## src/rtl/rxq_pkg.sv

```systemverilog
package rxq_pkg;

   // Effective operation of the buffer in one cycle
   typedef enum logic [1:0] {
      OP_IDLE = 2'b00,
      OP_PUSH = 2'b01,
      OP_POP  = 2'b10,
      OP_BOTH = 2'b11
   } rxq_op_e;

endpackage

```

## src/rtl/rxq_mem.sv

```systemverilog
module rxq_mem #(
   parameter int DATA_W = 8,
   parameter int DEPTH  = 64,
   localparam int AW    = $clog2(DEPTH)
) (
   input  logic              clk,
   input  logic              we,
   input  logic [AW-1:0]     waddr,
   input  logic [DATA_W-1:0] wdata,
   input  logic [AW-1:0]     raddr,
   output logic [DATA_W-1:0] rdata
);

   if (DATA_W < 1) begin : g_bad_width
      $error("rxq_mem: DATA_W must be at least 1");
   end

   logic [DATA_W-1:0] cells_q [DEPTH];

   always_ff @(posedge clk) begin
      if (we) begin
         cells_q[waddr] <= wdata;
      end
   end

   // Show-ahead read port
   assign rdata = cells_q[raddr];

endmodule

```

## src/rtl/rxq_ctrl.sv

```systemverilog
module rxq_ctrl
   import rxq_pkg::*;
#(
   parameter int DEPTH  = 64,
   localparam int AW    = $clog2(DEPTH),
   localparam int CNT_W = AW + 1
) (
   input  logic             clk,
   input  logic             rst_n,
   input  logic             wr_en,
   input  logic             rd_en,
   input  logic             ovf_clr,
   output logic [AW-1:0]    wr_ptr,
   output logic [AW-1:0]    rd_ptr,
   output logic [CNT_W-1:0] count,
   output logic             full,
   output logic             empty,
   output logic             ovf,
   output rxq_op_e          op
);

   if ((DEPTH < 2) || ((DEPTH & (DEPTH - 1)) != 0)) begin : g_bad_depth
      $error("rxq_ctrl: DEPTH must be a power of two, at least 2");
   end

   localparam logic [CNT_W-1:0] FULL_LVL = CNT_W'(DEPTH);

   logic [AW-1:0]    wr_ptr_q, rd_ptr_q;
   logic [CNT_W-1:0] count_q;
   logic             ovf_q;
   logic             rd_fire, wr_fire, wr_drop;

   assign full  = (count_q == FULL_LVL);
   assign empty = (count_q == '0);

   assign rd_fire = rd_en && !empty;
   // A pop in the same cycle frees a slot, so a write to a full buffer is accepted then
   assign wr_fire = wr_en && (!full || rd_fire);
   assign wr_drop = wr_en && !wr_fire;

   always_comb begin
      unique case ({rd_fire, wr_fire})
         2'b01:   op = OP_PUSH;
         2'b10:   op = OP_POP;
         2'b11:   op = OP_BOTH;
         default: op = OP_IDLE;
      endcase
   end

   always_ff @(posedge clk or negedge rst_n) begin
      if (!rst_n) begin
         wr_ptr_q <= '0;
         rd_ptr_q <= '0;
         count_q  <= '0;
      end else begin
         if (wr_fire) begin
            wr_ptr_q <= wr_ptr_q + AW'(1);
         end
         if (rd_fire) begin
            rd_ptr_q <= rd_ptr_q + AW'(1);
         end
         case (op)
            OP_PUSH: count_q <= count_q + CNT_W'(1);
            OP_POP:  count_q <= count_q - CNT_W'(1);
            default: count_q <= count_q;
         endcase
      end
   end

   // Overflow latch: a dropped write wins over a clear in the same cycle
   always_ff @(posedge clk or negedge rst_n) begin
      if (!rst_n) begin
         ovf_q <= 1'b0;
      end else if (wr_drop) begin
         ovf_q <= 1'b1;
      end else if (ovf_clr) begin
         ovf_q <= 1'b0;
      end
   end

   assign wr_ptr = wr_ptr_q;
   assign rd_ptr = rd_ptr_q;
   assign count  = count_q;
   assign ovf    = ovf_q;

   assert_count_bound_R3: assert property (@(posedge clk) disable iff (!rst_n)
      count_q <= FULL_LVL);

   assert_no_overflow_R4: assert property (@(posedge clk) disable iff (!rst_n)
      (full && wr_en && !rd_en) |=> ($stable(count_q) && ovf_q));

   assert_empty_read_R5: assert property (@(posedge clk) disable iff (!rst_n)
      (empty && rd_en && !wr_en) |=> (count_q == '0));

   assert_both_neutral_R9: assert property (@(posedge clk) disable iff (!rst_n)
      (rd_en && wr_en && !empty) |=> $stable(count_q));

   assert_ptr_gap_R3: assert property (@(posedge clk) disable iff (!rst_n)
      (count_q != FULL_LVL) |-> (AW'(wr_ptr_q - rd_ptr_q) == count_q[AW-1:0]));

endmodule

```

## src/rtl/rxq_trip.sv

```systemverilog
module rxq_trip
   import rxq_pkg::*;
#(
   parameter int CNT_W = 7,
   parameter int GRAN  = 4,
   parameter int DEPTH = 64,
   localparam int GL   = $clog2(GRAN),
   localparam int TW   = CNT_W + 1
) (
   input  logic             clk,
   input  logic             rst_n,
   input  rxq_op_e          op,
   input  logic [CNT_W-1:0] count,
   input  logic [CNT_W-1:0] thr,
   input  logic             ack,
   output logic             irq
);

   if ((GRAN < 1) || ((GRAN & (GRAN - 1)) != 0) || (GRAN > DEPTH)) begin : g_bad_gran
      $error("rxq_trip: GRAN must be a power of two no larger than DEPTH");
   end

   logic [TW-1:0] trip_lvl;
   logic [TW-1:0] cnt_plus1;
   logic          hit;
   logic          irq_q;

   if (GRAN == 1) begin : g_exact
      assign trip_lvl = {1'b0, thr};
   end else begin : g_quant
      logic [TW-1:0] padded;
      assign padded   = {1'b0, thr} + TW'(GRAN - 1);
      assign trip_lvl = {padded[TW-1:GL], {GL{1'b0}}};
   end

   assign cnt_plus1 = {1'b0, count} + TW'(1);

   // Only a write-only cycle that lands exactly on the level trips the latch
   assign hit = (op == OP_PUSH) && (thr != '0) && (cnt_plus1 == trip_lvl);

   always_ff @(posedge clk or negedge rst_n) begin
      if (!rst_n) begin
         irq_q <= 1'b0;
      end else if (hit) begin
         irq_q <= 1'b1;
      end else if (ack) begin
         irq_q <= 1'b0;
      end
   end

   assign irq = irq_q;

   assert_rise_at_level_R6: assert property (@(posedge clk) disable iff (!rst_n)
      $rose(irq_q) |-> (({1'b0, count} == trip_lvl) && (count[GL-1+((GL==0)?1:0):0] == '0 || GL == 0)));

   assert_disabled_R7: assert property (@(posedge clk) disable iff (!rst_n)
      ((thr == '0) && !irq_q) |=> !irq_q);

   assert_ack_clears_R8: assert property (@(posedge clk) disable iff (!rst_n)
      (ack && (op != OP_PUSH)) |=> !irq_q);

   assert_sticky_R8: assert property (@(posedge clk) disable iff (!rst_n)
      (irq_q && !ack) |=> irq_q);

   assert_both_no_set_R9: assert property (@(posedge clk) disable iff (!rst_n)
      ((op == OP_BOTH) && !irq_q) |=> !irq_q);

endmodule

```

## src/rtl/rxq_fifo_top.sv

```systemverilog
module rxq_fifo_top
   import rxq_pkg::*;
#(
   parameter int DATA_W = 8,
   parameter int DEPTH  = 64,
   parameter int GRAN   = 4,
   localparam int AW    = $clog2(DEPTH),
   localparam int CNT_W = AW + 1
) (
   input  logic              clk,
   input  logic              rst_n,
   input  logic              wr_en,
   input  logic [DATA_W-1:0] wr_data,
   output logic              full,
   output logic              ovf,
   input  logic              ovf_clr,
   input  logic              rd_en,
   output logic [DATA_W-1:0] rd_data,
   output logic              empty,
   output logic [CNT_W-1:0]  count,
   input  logic [CNT_W-1:0]  thr,
   output logic              af_irq,
   input  logic              af_ack
);

   logic [AW-1:0] wr_ptr, rd_ptr;
   rxq_op_e       op;
   logic          push_en;

   assign push_en = (op == OP_PUSH) || (op == OP_BOTH);

   rxq_ctrl #(
      .DEPTH (DEPTH)
   ) ctrl_i (
      .clk     (clk),
      .rst_n   (rst_n),
      .wr_en   (wr_en),
      .rd_en   (rd_en),
      .ovf_clr (ovf_clr),
      .wr_ptr  (wr_ptr),
      .rd_ptr  (rd_ptr),
      .count   (count),
      .full    (full),
      .empty   (empty),
      .ovf     (ovf),
      .op      (op)
   );

   rxq_mem #(
      .DATA_W (DATA_W),
      .DEPTH  (DEPTH)
   ) mem_i (
      .clk   (clk),
      .we    (push_en),
      .waddr (wr_ptr),
      .wdata (wr_data),
      .raddr (rd_ptr),
      .rdata (rd_data)
   );

   rxq_trip #(
      .CNT_W (CNT_W),
      .GRAN  (GRAN),
      .DEPTH (DEPTH)
   ) trip_i (
      .clk   (clk),
      .rst_n (rst_n),
      .op    (op),
      .count (count),
      .thr   (thr),
      .ack   (af_ack),
      .irq   (af_irq)
   );

   assert_flags_exclusive_R3: assert property (@(posedge clk) disable iff (!rst_n)
      !(full && empty));

   assert_ovf_from_full_R4: assert property (@(posedge clk) disable iff (!rst_n)
      $rose(ovf) |-> $past(full));

endmodule

```

## config.mk

```make
export PLATFORM = sky130hd
export DESIGN_NAME = rxq_fifo_top
export DESIGN_NICKNAME = d
export VERILOG_FILES = /design/src/rtl/rxq_pkg.sv /design/src/rtl/rxq_mem.sv /design/src/rtl/rxq_ctrl.sv /design/src/rtl/rxq_trip.sv /design/src/rtl/rxq_fifo_top.sv
export SDC_FILE = /design/constraint.sdc
export NUM_CORES = 1
export LEC_CHECK = 0
export ABC_AREA = 1
export BUFFER_PORTS_ARGS = -buffer_cell sky130_fd_sc_hd__buf_4
export CORE_ASPECT_RATIO = 2
export CORE_MARGIN = 3
export CORE_UTILIZATION = 50
export CTS_BUF_LIST = sky130_fd_sc_hd__clkbuf_4
export DETAILED_ROUTE_END_ITERATION = 10
export PLACE_DENSITY = 0.7
export SYNTH_ARGS = -nofsm -noshare
export SYNTH_HDL_FRONTEND = slang
export SYNTH_SLANG_ARGS = --single-unit
```

## constraint.sdc

```tcl
create_clock -name clk -period 3.55 [get_ports clk]
set_clock_uncertainty 0.1 [all_clocks]
set_input_delay 0.71 -clock clk [delete_from_list [all_inputs] [get_ports clk]]
set_output_delay 0.71 -clock clk [all_outputs]
set_load 0.02 [all_outputs]
```

==> key figures, run 1 <==
Yosys
  – Post-Syn Area: 22300 µm²
  – Syn Area/Cell: 11.6 µm²
  – Cells after Synth: 1918
  – Synth area leader: edfxtp_1
  – EDFF count, synth: 512
  – Synthesized net count: 1947
  – Sequential area share after synthesis: 71.4%
  – Synth cell types: 30
  – Synth warn: 0
  – Ys async rst share: 3.94%
  – Ranking of synthesized cells by area: edfxtp_1 69%, nor2_1 7.5%, o21ai_0 4.3%
  – FF+latch count, synth: 533
  – Commonest cells post-synth: 512 x edfxtp_1, 447 x nor2_1, 221 x nand2_1
  – Post-synth top area share: 69.0%
  – Count leader, synth: edfxtp_1
  – Main synth FF type: edfxtp_1

Die
  – Die area: 47300 µm²
  – Row count: 108
  – Core Box Area: 43600 µm²
  – Vert. Die Dim: 304 µm
  – Boundary pin count: 40
  – Initial Util: 51.0%
  – Die width: 155 µm

Worst setup path
  – Crit path kind: reg2out
  – Slowest CP cell: dfrtp_4
  – Critical Path AT: 3030 ps
  – WP data required: 2740 ps
  – CP cell instances: buf_12, buf_12, buf_12, o21ai_1, o211ai_1, nand3_1, nand2_2, nand3_2, nand2_2, buf_6
  – Max incr delay on CP: 430 ps
  – CP delay by family, top: buffers and inverters
  – CP endpoint kind: output port
  – Most common cell on crit path: buf_12
  – Crit path buffers/inverters: 4
  – Worst Setup Start Kind: register
  – Reg2reg start: ctrl_i.count[2]
  – CP startpoint: ctrl_i.rd_ptr[0]
  – Crit Path Max Fanout: 12

Detailed routing
  – Post-route ant nets: 0
  – Drt drc: 0
  – Via count: 16100
  – Via/cell ratio: 5.91
  – WL/cell: 23.9 µm
  – DR iter-0 viols: 1534
  – Final WL: 65.0 mm
  – Drt pass-1 iters: 5

STA
  – RSZ-0062 raised after global routing: yes
  – Tmin final: 3840 ps
  – Max Clk Rate: 0.260 GHz
  – Final setup vio count: 8
  – Worst-margin pin slew: 965 ps
  – Tcrit/Tclk final: 108%
  – Final slew viol count: 0
  – Hold_ws: 170 ps
  – Slew margin rel.: 35.4%
  – Final-report hold violation count: 0
  – Setup TNS Final: -1850 ps
  – Worst Slack Setup Final: -291 ps

Run status
  – Outcome: finished with violations
  – Failing checks: setup timing

Layout
  – Layout cells sized above 1: 21.1%
  – Area grow syn2layout: 17.6%
  – Nets@finish: 2112
  – Final Cell Area: 26200 µm²
  – Fin util: 60.0%

Global route
  – Congestion Overflow GR: 0
  – GRT Util Overall: 27.4%
  – First-pass GRT wire length: 97.1 mm
  – Pin count of the biggest net entering global routing: 76
  – Initial antenna violation count: 1
  – Vias in the first global route: 16400

Min path
  – Hold Path Class: in2reg
  – Hold_sp: rd_en

Place
  – Placed cell area: 23500 µm²
  – Placer Congestion: 0.964
  – HPWL after DPL: 38.5 mm
  – Port bufs: 39
  – Setup WS pre-CTS: -89.8 ps

Clock network
  – Clock transition at path regs: 70 ps
  – CTS Buf Count: 110
  – Clock Path Buffers: 3
  – CTS tree: built
  – CTS H-tree lvls: 3
  – Root Driver: clkbuf_4
  – Clock tree sinks: 533
  – Clk_lat worst skew: 880 ps

Pwr
  – Lkg Pwr: 9.38 nW
  – Peak VDD IR: 0.749 mV
  – P per Cell Area: 837 nW/µm²

Run
  – Max-Cap Viols: 0
[layout by cell type, fill, tap and decap left out, types with 4 or more instances in the layout]
master and instances:
xor2_1 14, ha_1 7, clkinv_1 30, nand2_4 6
o21ai_2 10, edfxtp_1 512, or2_1 4, nor2_2 27
a21oi_1 25, o21ai_0 163, nand4_1 11, buf_12 14
nor3_1 5, bufbuf_16 6, bufinv_16 6, clkbuf_4 153
a21oi_2 9, buf_16 9, clkinv_2 11, dlygate4sd3_1 4
buf_4 106, nand3_1 93, inv_2 5, inv_1 63
nand2_2 18, o211ai_1 64, nor2_1 415, nand2_1 197
nand3_2 20, nor2_4 5, buf_6 12, or2_2 19
o21ai_1 82, dfrtp_1 19
[repair_timing]
action                                 4_1_cts  5_1_grt
setup buffers                               15        0
setup endpoints to repair                    8        8
gates resized for setup                    141       51
hold buffers                                 4        0
pin swaps                                   40       28
gates cloned                                11        3
endpoints found under the hold margin       23        0
[tightest hold or removal path: stages]
cell	delay, ps
buf_4	80
o21ai_1	130
xor2_1	170
[logic make-up (layout without fill, tap and decap cells)]
logic type,count (synthesis),count (layout),synth area share (%)
adder cells (fa/ha/maj),8,8,0.483
buffers and inverters,175,428,3.63
XOR/XNOR,15,15,0.590
flip-flops,533,533,71.4
AND/OR/NAND/NOR,827,827,15.1
AO/OA/AOI/OAI,360,360,8.83
other,0,1,0
[registers in the layout, summed over array words and instances (netlist names)]
| name | cells |
|---|---|
| ctrl_i.count | 7 |
| ctrl_i.ovf | 1 |
| ctrl_i.rd_ptr | 6 |
| ctrl_i.wr_ptr | 6 |
| mem_i.cells_q | 512 |
| trip_i.irq | 1 |
[layer usage]
metal | GRT usage (%) | vias to the layer above | wire length, µm
met5 | 0 | - | 0
met4 | 18.6 | 0 | 4890
met3 | 5.28 | 230 | 4850
met2 | 48.5 | 861 | 34800
met1 | 28.9 | 7813 | 20500
li1 | - | 7170 | -
[cell type report]
| type | count | area (µm²) |
|---|---|---|
| Sequential cell | 533 | 15900 |
| Clock buffer | 153 | 1150 |
| Timing Repair inverter | 1 | 8.76 |
| Antenna cell | 1 | 2.50 |
| Fill cell | 3355 | 17400 |
| Multi-Input combinational cell | 1210 | 6020 |
| Timing Repair Buffer | 155 | 1770 |
| Inverter | 72 | 302 |
| Tap cell | 550 | 688 |
| Clock inverter | 47 | 352 |
[stage by stage]
stage	power [W]	std cells
3_3_place_gp	0.0151	2490
5_1_grt	0.0229	2722
3_5_place_dp	0.0152	2490
2_1_floorplan	0.0122	1918
6_report	0.0219	2722
4_1_cts	0.0214	2719
[power breakdown]
part / internal (W) / total (W) / switching (W)
clock: 0.00244 / 0.00477 / 0.00233
sequential: 0.00723 / 0.00750 / 0.000276
combinational: 0.00333 / 0.00966 / 0.00633
total: 0.0130 / 0.0219 / 0.00893
[worst paths after layout]
path	to	slack, ps	depth (start not counted)
max	rd_data[1]	-290	10
min	ctrl_i.rd_ptr[0]	170	3
max reg2reg	ctrl_i.count[6]	410	14
min reg2reg	trip_i.irq	400	2
max in group asynchronous	trip_i.irq	2840	2
min in group asynchronous	ctrl_i.wr_ptr[3]	190	2
(Power assumes the default switching activity.)
==> run 2, diff against run 1 <==
--- a/config.mk
+++ b/config.mk
@@ -6,13 +6,13 @@
 export NUM_CORES = 1
 export LEC_CHECK = 0
 export ABC_AREA = 1
-export BUFFER_PORTS_ARGS = -buffer_cell sky130_fd_sc_hd__buf_4
 export CORE_ASPECT_RATIO = 2
 export CORE_MARGIN = 3
 export CORE_UTILIZATION = 50
 export CTS_BUF_LIST = sky130_fd_sc_hd__clkbuf_4
 export DETAILED_ROUTE_END_ITERATION = 10
-export PLACE_DENSITY = 0.7
+export DONT_BUFFER_PORTS = 1
+export PLACE_DENSITY = 0.69
 export SYNTH_ARGS = -nofsm -noshare
 export SYNTH_HDL_FRONTEND = slang
 export SYNTH_SLANG_ARGS = --single-unit
==> constraint.sdc (replaced) <==
create_clock -name clk -period 3.6 [get_ports clk]
set_clock_uncertainty 0.1 [all_clocks]
set_input_delay 0.72 -clock clk [delete_from_list [all_inputs] [get_ports clk]]
set_output_delay 0.72 -clock clk [all_outputs]
set_load 0.02 [all_outputs]
==> run 2 against run 1 <==
Effect of this change:
- the flow still finishes with violations (setup timing)
- flip-flop and latch count stayed put
- global-route usage is 0.53 points lower
- critical path depth is 1 lower
- register-to-register slack hardly changed
==> key figures, run 2 (synthesis gave the netlist of run 1 again) <==
Global route
  – GRT met2 Usage: 47.1%
  – Pin count of the biggest net entering global routing: 65
  – Grt met3 use: 5.05%
  – Vias in the first global route: 16300
  – Congestion Overflow GR: 0
  – Initial antenna violation count: 1
  – Top Usage Layer GRT: met2
  – GRT Util Overall: 26.8%
  – First-pass GRT wire length: 95.2 mm
  – Met1 Usage GRT: 28.5%

Die
  – Boundary pin count: 40
  – Initial Util: 51.0%
  – Vert. Die Dim: 304 µm
  – Row count: 108
  – Die width: 155 µm
  – Die area: 47300 µm²
  – Core Box Area: 43600 µm²

Run status
  – Failing checks: setup timing
  – Outcome: finished with violations

Pwr
  – P per Cell Area: 823 nW/µm²
  – Switching Share: 40.8%
  – Clock power share: 20.0%
  – Peak VDD IR: 0.545 mV
  – Switching pwr: 0.00906 W
  – Seq pwr share: 33.6%
  – Lkg Pwr: 9.68 nW
  – Logic pwr share: 46.3%
  – Int Pwr: 0.0131 W

Worst setup path
  – CP cell instances: buf_6, buf_16, o21ai_0, o211ai_1, nand3_2, nand2_4, nand3_4, nand2_4, buf_12
  – Reg2reg start: ctrl_i.count[4]
  – Reg2reg end: ctrl_i.count[6]
  – R2R depth: 14
  – Crit path kind: reg2out
  – Slowest CP cell: dfrtp_4
  – CP endpoint kind: output port
  – WP data required: 2780 ps
  – Crit Path Max Fanout: 32
  – Most common cell on crit path: nand2_4
  – Critical Path AT: 2970 ps
  – Reg2reg setup slack: 420 ps
  – Worst Setup Start Kind: register
  – Max incr delay on CP: 480 ps

STA
  – RSZ-0062 raised after global routing: yes
  – Slew margin rel.: 44.0%
  – Tcrit/Tclk final: 105%
  – Final slew viol count: 0
  – Worst-margin pin slew: 836 ps
  – Max Clk Rate: 0.264 GHz
  – Final setup vio count: 8
  – Worst Slack Setup Final: -192 ps
  – Tmin final: 3790 ps
  – Final-report hold violation count: 0

Layout
  – Final Cell Area: 27000 µm²
  – Area grow syn2layout: 21.1%
  – Most common cell after layout, fill and taps aside: edfxtp_1
  – Layout cells sized above 1: 23.6%
  – Final Non-Filler Cells: 2749
  – Commonest non-fill, non-tap cells in the layout: 512 x edfxtp_1, 413 x nor2_1, 180 x nand2_1, 148 x o21ai_0, 144 x clkbuf_4
  – Nets@finish: 2137
  – Biggest register: mem_i.cells_q
  – Max FFs per register: 512

Place
  – Placed cell area: 23500 µm²
  – Placed cell count: 2481
  – Placer Congestion: 0.891
  – Port bufs: 0
  – HPWL after DPL: 36.7 mm

Run
  – Max-Cap Viols: 0

Detailed routing
  – Via count: 16200
  – Via/cell ratio: 5.89
  – Final WL: 65.0 mm
  – Drt pass-1 iters: 5
  – Drt drc: 0
  – WL/cell: 23.6 µm
  – DR iter-0 viols: 1608
  – Post-route ant nets: 0

Clock network
  – CTS Buf Count: 107
  – CTS H-tree lvls: 3
  – Root Driver: clkbuf_4
  – Clk_lat worst skew: 880 ps
  – Clock transition at path regs: 90 ps
  – CTS tree: built
  – Clock tree sinks: 533
  – Clock Path Buffers: 3

Min path
  – Hold_sp: thr[6]
  – Hold EP: trip_i.irq
  – WHS Path Cells: 4
  – Hold Path Class: in2reg
-- run 2: cell types whose count changed in the layout (fill, tap and decap cells not counted), moves of 11 or more --
cell / previous run / this run
nand3_2: 20 / 34
o21ai_0: 163 / 148
buf_16: 9 / 24
nand3_1: 93 / 74
o21ai_1: 82 / 93
nand2_1: 197 / 180
-- run 2: cell type report --
type	instances	area, µm²
fill	3241	16700
timing repair buffer	183	2370
multi-input combinational	1210	6290
clock inverter	52	314
inverter	72	297
clock buffer	144	1080
timing repair inverter	1	8.76
antenna	4	10.0
sequential	533	15900
tap	550	688
-- run 2: per-layer routing --
| layer | wire length, µm | share of wire [%] | vias up |
|---|---|---|---|
| met1 | 21100 | 32 | 7820 |
| met4 | 5150 | 7.9 | 0 |
| met3 | 4720 | 7.3 | 225 |
| met5 | 0 | 0 | - |
| li1 | - | - | 7244 |
| met2 | 34000 | 52 | 895 |
-- run 2: critical path, delay by kind of cell (launching register included) --
| kind | cells | cell delay (ps) |
|---|---|---|
| simple gates | 4 | 570 |
| compound gates | 2 | 550 |
| flops | 1 | 480 |
| buf+inv | 3 | 470 |
-- run 2: power by group through the flow --
stage | Sequential (W) | Combinational (W) | Clock (W)
floorplan | 0.00743 | 0.00464 | 0
global placement | 0.00759 | 0.00712 | 0
detailed placement | 0.00761 | 0.00726 | 0
CTS | 0.00745 | 0.00906 | 0.00450
global route | 0.00748 | 0.0109 | 0.00481
finish | 0.00747 | 0.0103 | 0.00445
-- run 2: repair_timing --
| action | in CTS | in global routing |
|---|---|---|
| cloned | 13 | 9 |
| hold endpoints to repair | 535 | 0 |
| resized for setup | 146 | 143 |
| hold buffers | 13 | 0 |
| pin swaps | 55 | 92 |
| setup buffers | 24 | 11 |
| endpoints found under the setup margin | 8 | 8 |
-- run 2: worst max-delay path by stage --
stage	from	cells after the start	endpoint	slack, ps
2_1_floorplan	ctrl_i.count[2]	14	ctrl_i.count[6]	1120
3_3_place_gp	ctrl_i.rd_ptr[0]	12	rd_data[5]	310
3_5_place_dp	ctrl_i.rd_ptr[0]	12	rd_data[5]	320
4_1_cts	ctrl_i.rd_ptr[0]	13	rd_data[5]	-230
5_1_grt	ctrl_i.rd_ptr[0]	13	rd_data[1]	-260
6_report	ctrl_i.rd_ptr[0]	9	rd_data[7]	-190
-- run 2: metrics by stage --
stage	util (%)	worst slack (ps)	total power (W)	hold WS, ps	TNS (ps)
global placement	53.8	309	0.0147	325	0
finish	61.8	-192	0.0222	47.7	-1280
floorplan	-	1120	0.0121	324	0
CTS	60.0	-229	0.0210	12.7	-1620
global route	61.8	-262	0.0232	80.2	-1740
detailed placement	53.8	319	0.0149	325	0
==> run 3, diff against run 2 <==
--- a/config.mk
+++ b/config.mk
@@ -5,14 +5,13 @@
 export SDC_FILE = /design/constraint.sdc
 export NUM_CORES = 1
 export LEC_CHECK = 0
-export ABC_AREA = 1
 export CORE_ASPECT_RATIO = 2
 export CORE_MARGIN = 3
-export CORE_UTILIZATION = 50
+export CORE_UTILIZATION = 40
 export CTS_BUF_LIST = sky130_fd_sc_hd__clkbuf_4
 export DETAILED_ROUTE_END_ITERATION = 10
 export DONT_BUFFER_PORTS = 1
-export PLACE_DENSITY = 0.69
+export PLACE_DENSITY = 0.58
 export SYNTH_ARGS = -nofsm -noshare
 export SYNTH_HDL_FRONTEND = slang
 export SYNTH_SLANG_ARGS = --single-unit
==> run 3 against run 2 <==
Effect of this change:
- the run still ends with setup timing left
- core utilization decreased by 13 points
- sequential power decreased by 1%
- area after synthesis decreased by 3.6%
- global-route usage decreased by 6.4 points
- first-iteration DRC count decreased by 50%
- routed wire length decreased by 12%
- power decreased by 10%
- synthesized cell count decreased by 41%
- via count decreased by 27%
- clock power increased by 2%
- critical path depth decreased by 1
==> key figures, run 3 <==
Clock network
  – Clock transition at path regs: 70 ps
  – CTS tree: built
  – Root Driver: clkbuf_4
  – CTS H-tree lvls: 3
  – Clock tree sinks: 533
  – Clk_lat worst skew: 860 ps
  – CTS Buf Count: 114
  – Clock Path Buffers: 3

STA
  – Setup TNS Final: -2580 ps
  – Worst-margin pin slew: 898 ps
  – Tcrit/Tclk final: 110%
  – Max Clk Rate: 0.253 GHz
  – Final setup vio count: 8
  – Final slew viol count: 0
  – Final-report hold violation count: 0
  – Slew margin rel.: 39.6%
  – Worst Slack Setup Final: -360 ps
  – RSZ-0062 raised after global routing: yes
  – Tmin final: 3960 ps

Yosys
  – Post-Syn Area: 21500 µm²
  – Syn Area/Cell: 18.9 µm²
  – Xor/xnor share of the synthesized area: 0.693%
  – Sequential area share after synthesis: 74.0%
  – Cells after Synth: 1138
  – Ranking of synthesized cells by area: edfxtp_1 72%, mux4_2 10%, mux2i_1 2.6%
  – Main combinational cell family by area after synthesis: multiplexers
  – Commonest cells post-synth: 512 x edfxtp_1, 109 x nor2_1, 98 x mux4_2
  – Synthesized net count: 1167
  – Multiplexer share of the synthesized area: 13.8%
  – FF+latch count, synth: 533
  – Synth cell types: 75
  – Post-synthesis compound-gate area fraction: 4.34%
  – Main synth FF type: edfxtp_1
  – Synth area leader: edfxtp_1
  – Count leader, synth: edfxtp_1
  – Synth warn: 0
  – Adder-cell share of the synthesized area: 0.501%
  – Ys async rst share: 3.94%
  – EDFF count, synth: 512
  – Post-synth top area share: 71.6%
  – Simple-Gate Fraction of Synth Area: 5.06%

Layout
  – Area grow syn2layout: 20.8%
  – Most common cell after layout, fill and taps aside: edfxtp_1
  – Biggest register: mem_i.cells_q
  – Layout cells sized above 1: 39.4%
  – Nets@finish: 1394
  – Commonest non-fill, non-tap cells in the layout: 512 x edfxtp_1, 170 x clkbuf_4, 115 x buf_4, 98 x mux4_2, 95 x nor2_1
  – Final Cell Area: 26000 µm²
  – Filler Cell Count: 4340
  – Max FFs per register: 512

Global route
  – Pin count of the biggest net entering global routing: 65
  – Vias in the first global route: 12800
  – First-pass GRT wire length: 84.0 mm
  – Initial antenna violation count: 2
  – Congestion Overflow GR: 0
  – GRT Util Overall: 20.4%

Worst setup path
  – Most common cell on crit path: buf_16
  – R2R depth: 9
  – Reg2reg start: ctrl_i.count[1]
  – Crit Path Max Fanout: 6
  – CP cell instances: buf_12, buf_16, buf_16, mux4_2, a211o_1, a31oi_2, nor3_2, buf_4
  – Crit path capture: rd_data[1]
  – Worst Setup Start Kind: register
  – Crit path buffers/inverters: 4
  – Critical Path AT: 3140 ps
  – Reg2reg setup slack: 260 ps
  – Max incr delay on CP: 520 ps
  – Crit path depth: 8
  – Slowest CP cell: dfrtp_4
  – Crit path kind: reg2out
  – WP data required: 2780 ps
  – Reg2reg end: ctrl_i.count[6]
  – CP delay by family, top: buffers and inverters
  – CP startpoint: ctrl_i.rd_ptr[0]
  – CP endpoint kind: output port

Die
  – Core Box Area: 52900 µm²
  – Die area: 56700 µm²
  – Initial Util: 40.6%
  – Vert. Die Dim: 334 µm
  – Row count: 119
  – Die width: 170 µm
  – Boundary pin count: 40

Pwr
  – Switching Share: 34.5%
  – Logic pwr share: 40.2%
  – Switching pwr: 0.00688 W
  – Peak VDD IR: 0.334 mV
  – Clock power share: 22.8%
  – Int Pwr: 0.0131 W
  – Lkg Pwr: 8.72 nW
  – P per Cell Area: 769 nW/µm²
  – Seq pwr share: 37.0%

Place
  – Placed cell area: 23000 µm²
  – Port bufs: 0
  – HPWL after DPL: 36.6 mm
  – Placer Congestion: 0.862

Run
  – Max-Cap Viols: 0

Detailed routing
  – DR iter-0 viols: 801
  – WL/cell: 26.9 µm
  – Drt pass-1 iters: 5
  – Drt drc: 0
  – Via count: 11800
  – Post-route ant nets: 0
  – Via/cell ratio: 5.57
  – Final WL: 57.0 mm

Run status
  – Outcome: finished with violations
  – Failing checks: setup timing

Min path
  – Hold Path Class: in2reg
-- run 3: cell types whose count changed after synthesis, moves of 51 or more --
cell      previous run  this run
nand3_1            116         6
nor2_1             447       109
inv_1               64        13
o211ai_1            64         1
nand2_1            221        37
mux4_2               0        98
o21ai_1             67         0
o21ai_0            191         5
mux2i_1              0        55
-- run 3: cells by family after synthesis --
| family | Yosys count |
|---|---|
| buffers and inverters | 68 |
| AND/OR/NAND/NOR | 219 |
| XOR/XNOR | 17 |
| flip-flops | 533 |
| multiplexers | 170 |
| AO/OA/AOI/OAI | 123 |
| adder cells (fa/ha/maj) | 8 |
-- run 3: power by group through the flow --
stage | registers, W | logic, W | clock network, W
floorplan | 0.00744 | 0.00390 | 0
global placement | 0.00754 | 0.00614 | 0
detailed placement | 0.00755 | 0.00616 | 0
CTS | 0.00739 | 0.00792 | 0.00469
global route | 0.00742 | 0.00840 | 0.00499
finish | 0.00739 | 0.00802 | 0.00455
-- run 3: layer usage --
metal  track usage (%)  vias up  wire, µm
met5                 0        -         0
met4              12.7        0      3520
met3              3.56      142      2710
met2              37.4      415     31700
met1              21.4     6071     19100
li1                  -     5157         -
-- run 3: worst min path at each step --
stage	slack, ps	to	startpoint	cells past startpoint
global route	40	trip_i.irq	thr[6]	3
finish	80	trip_i.irq	thr[6]	3
floorplan	320	ctrl_i.count[0]	rst_n	0
CTS	6	trip_i.irq	thr[6]	3
detailed placement	330	ctrl_i.count[3]	rst_n	0
global placement	330	ctrl_i.count[3]	rst_n	0
-- run 3: stage by stage --
stage	total power (W)	hold slack [ps]	util, %	instances	setup WS [ps]
after floorplan	0.0113	324	-	1138	537
after global placement	0.0137	326	43.4	1862	163
after detailed placement	0.0137	326	43.4	1862	167
after CTS	0.0200	6.20	48.9	2109	-441
after global routing	0.0208	43.4	49.1	2115	-453
final	0.0200	83.4	49.1	2115	-360
-- run 3: final cells by class --
class / count / area, µm² / share of cell area, %
diodes: 3 / 7.51 / 0.0289
flip-flops and latches: 533 / 15900 / 61.3
multi-input cells: 537 / 5790 / 22.3
well taps: 665 / 832 / 3.21
clock buffers: 170 / 1280 / 4.92
inverters: 13 / 48.8 / 0.188
repair buffers: 166 / 1920 / 7.38
clock inverters: 28 / 174 / 0.670
-- run 3: what timing repair did --
action                                 4_1_cts  5_1_grt
buffers inserted                            24        4
pin swaps                                   44       13
resized for setup                          118       25
setup endpoints to repair                    8        8
hold buffers                                15        0
cloned                                      10        1
endpoints found under the hold margin      544        0
-- run 3: worst min-delay path, stage by stage --
cell,delay (ps)
inv_1,50
a2111oi_2,40
nor3_1,180
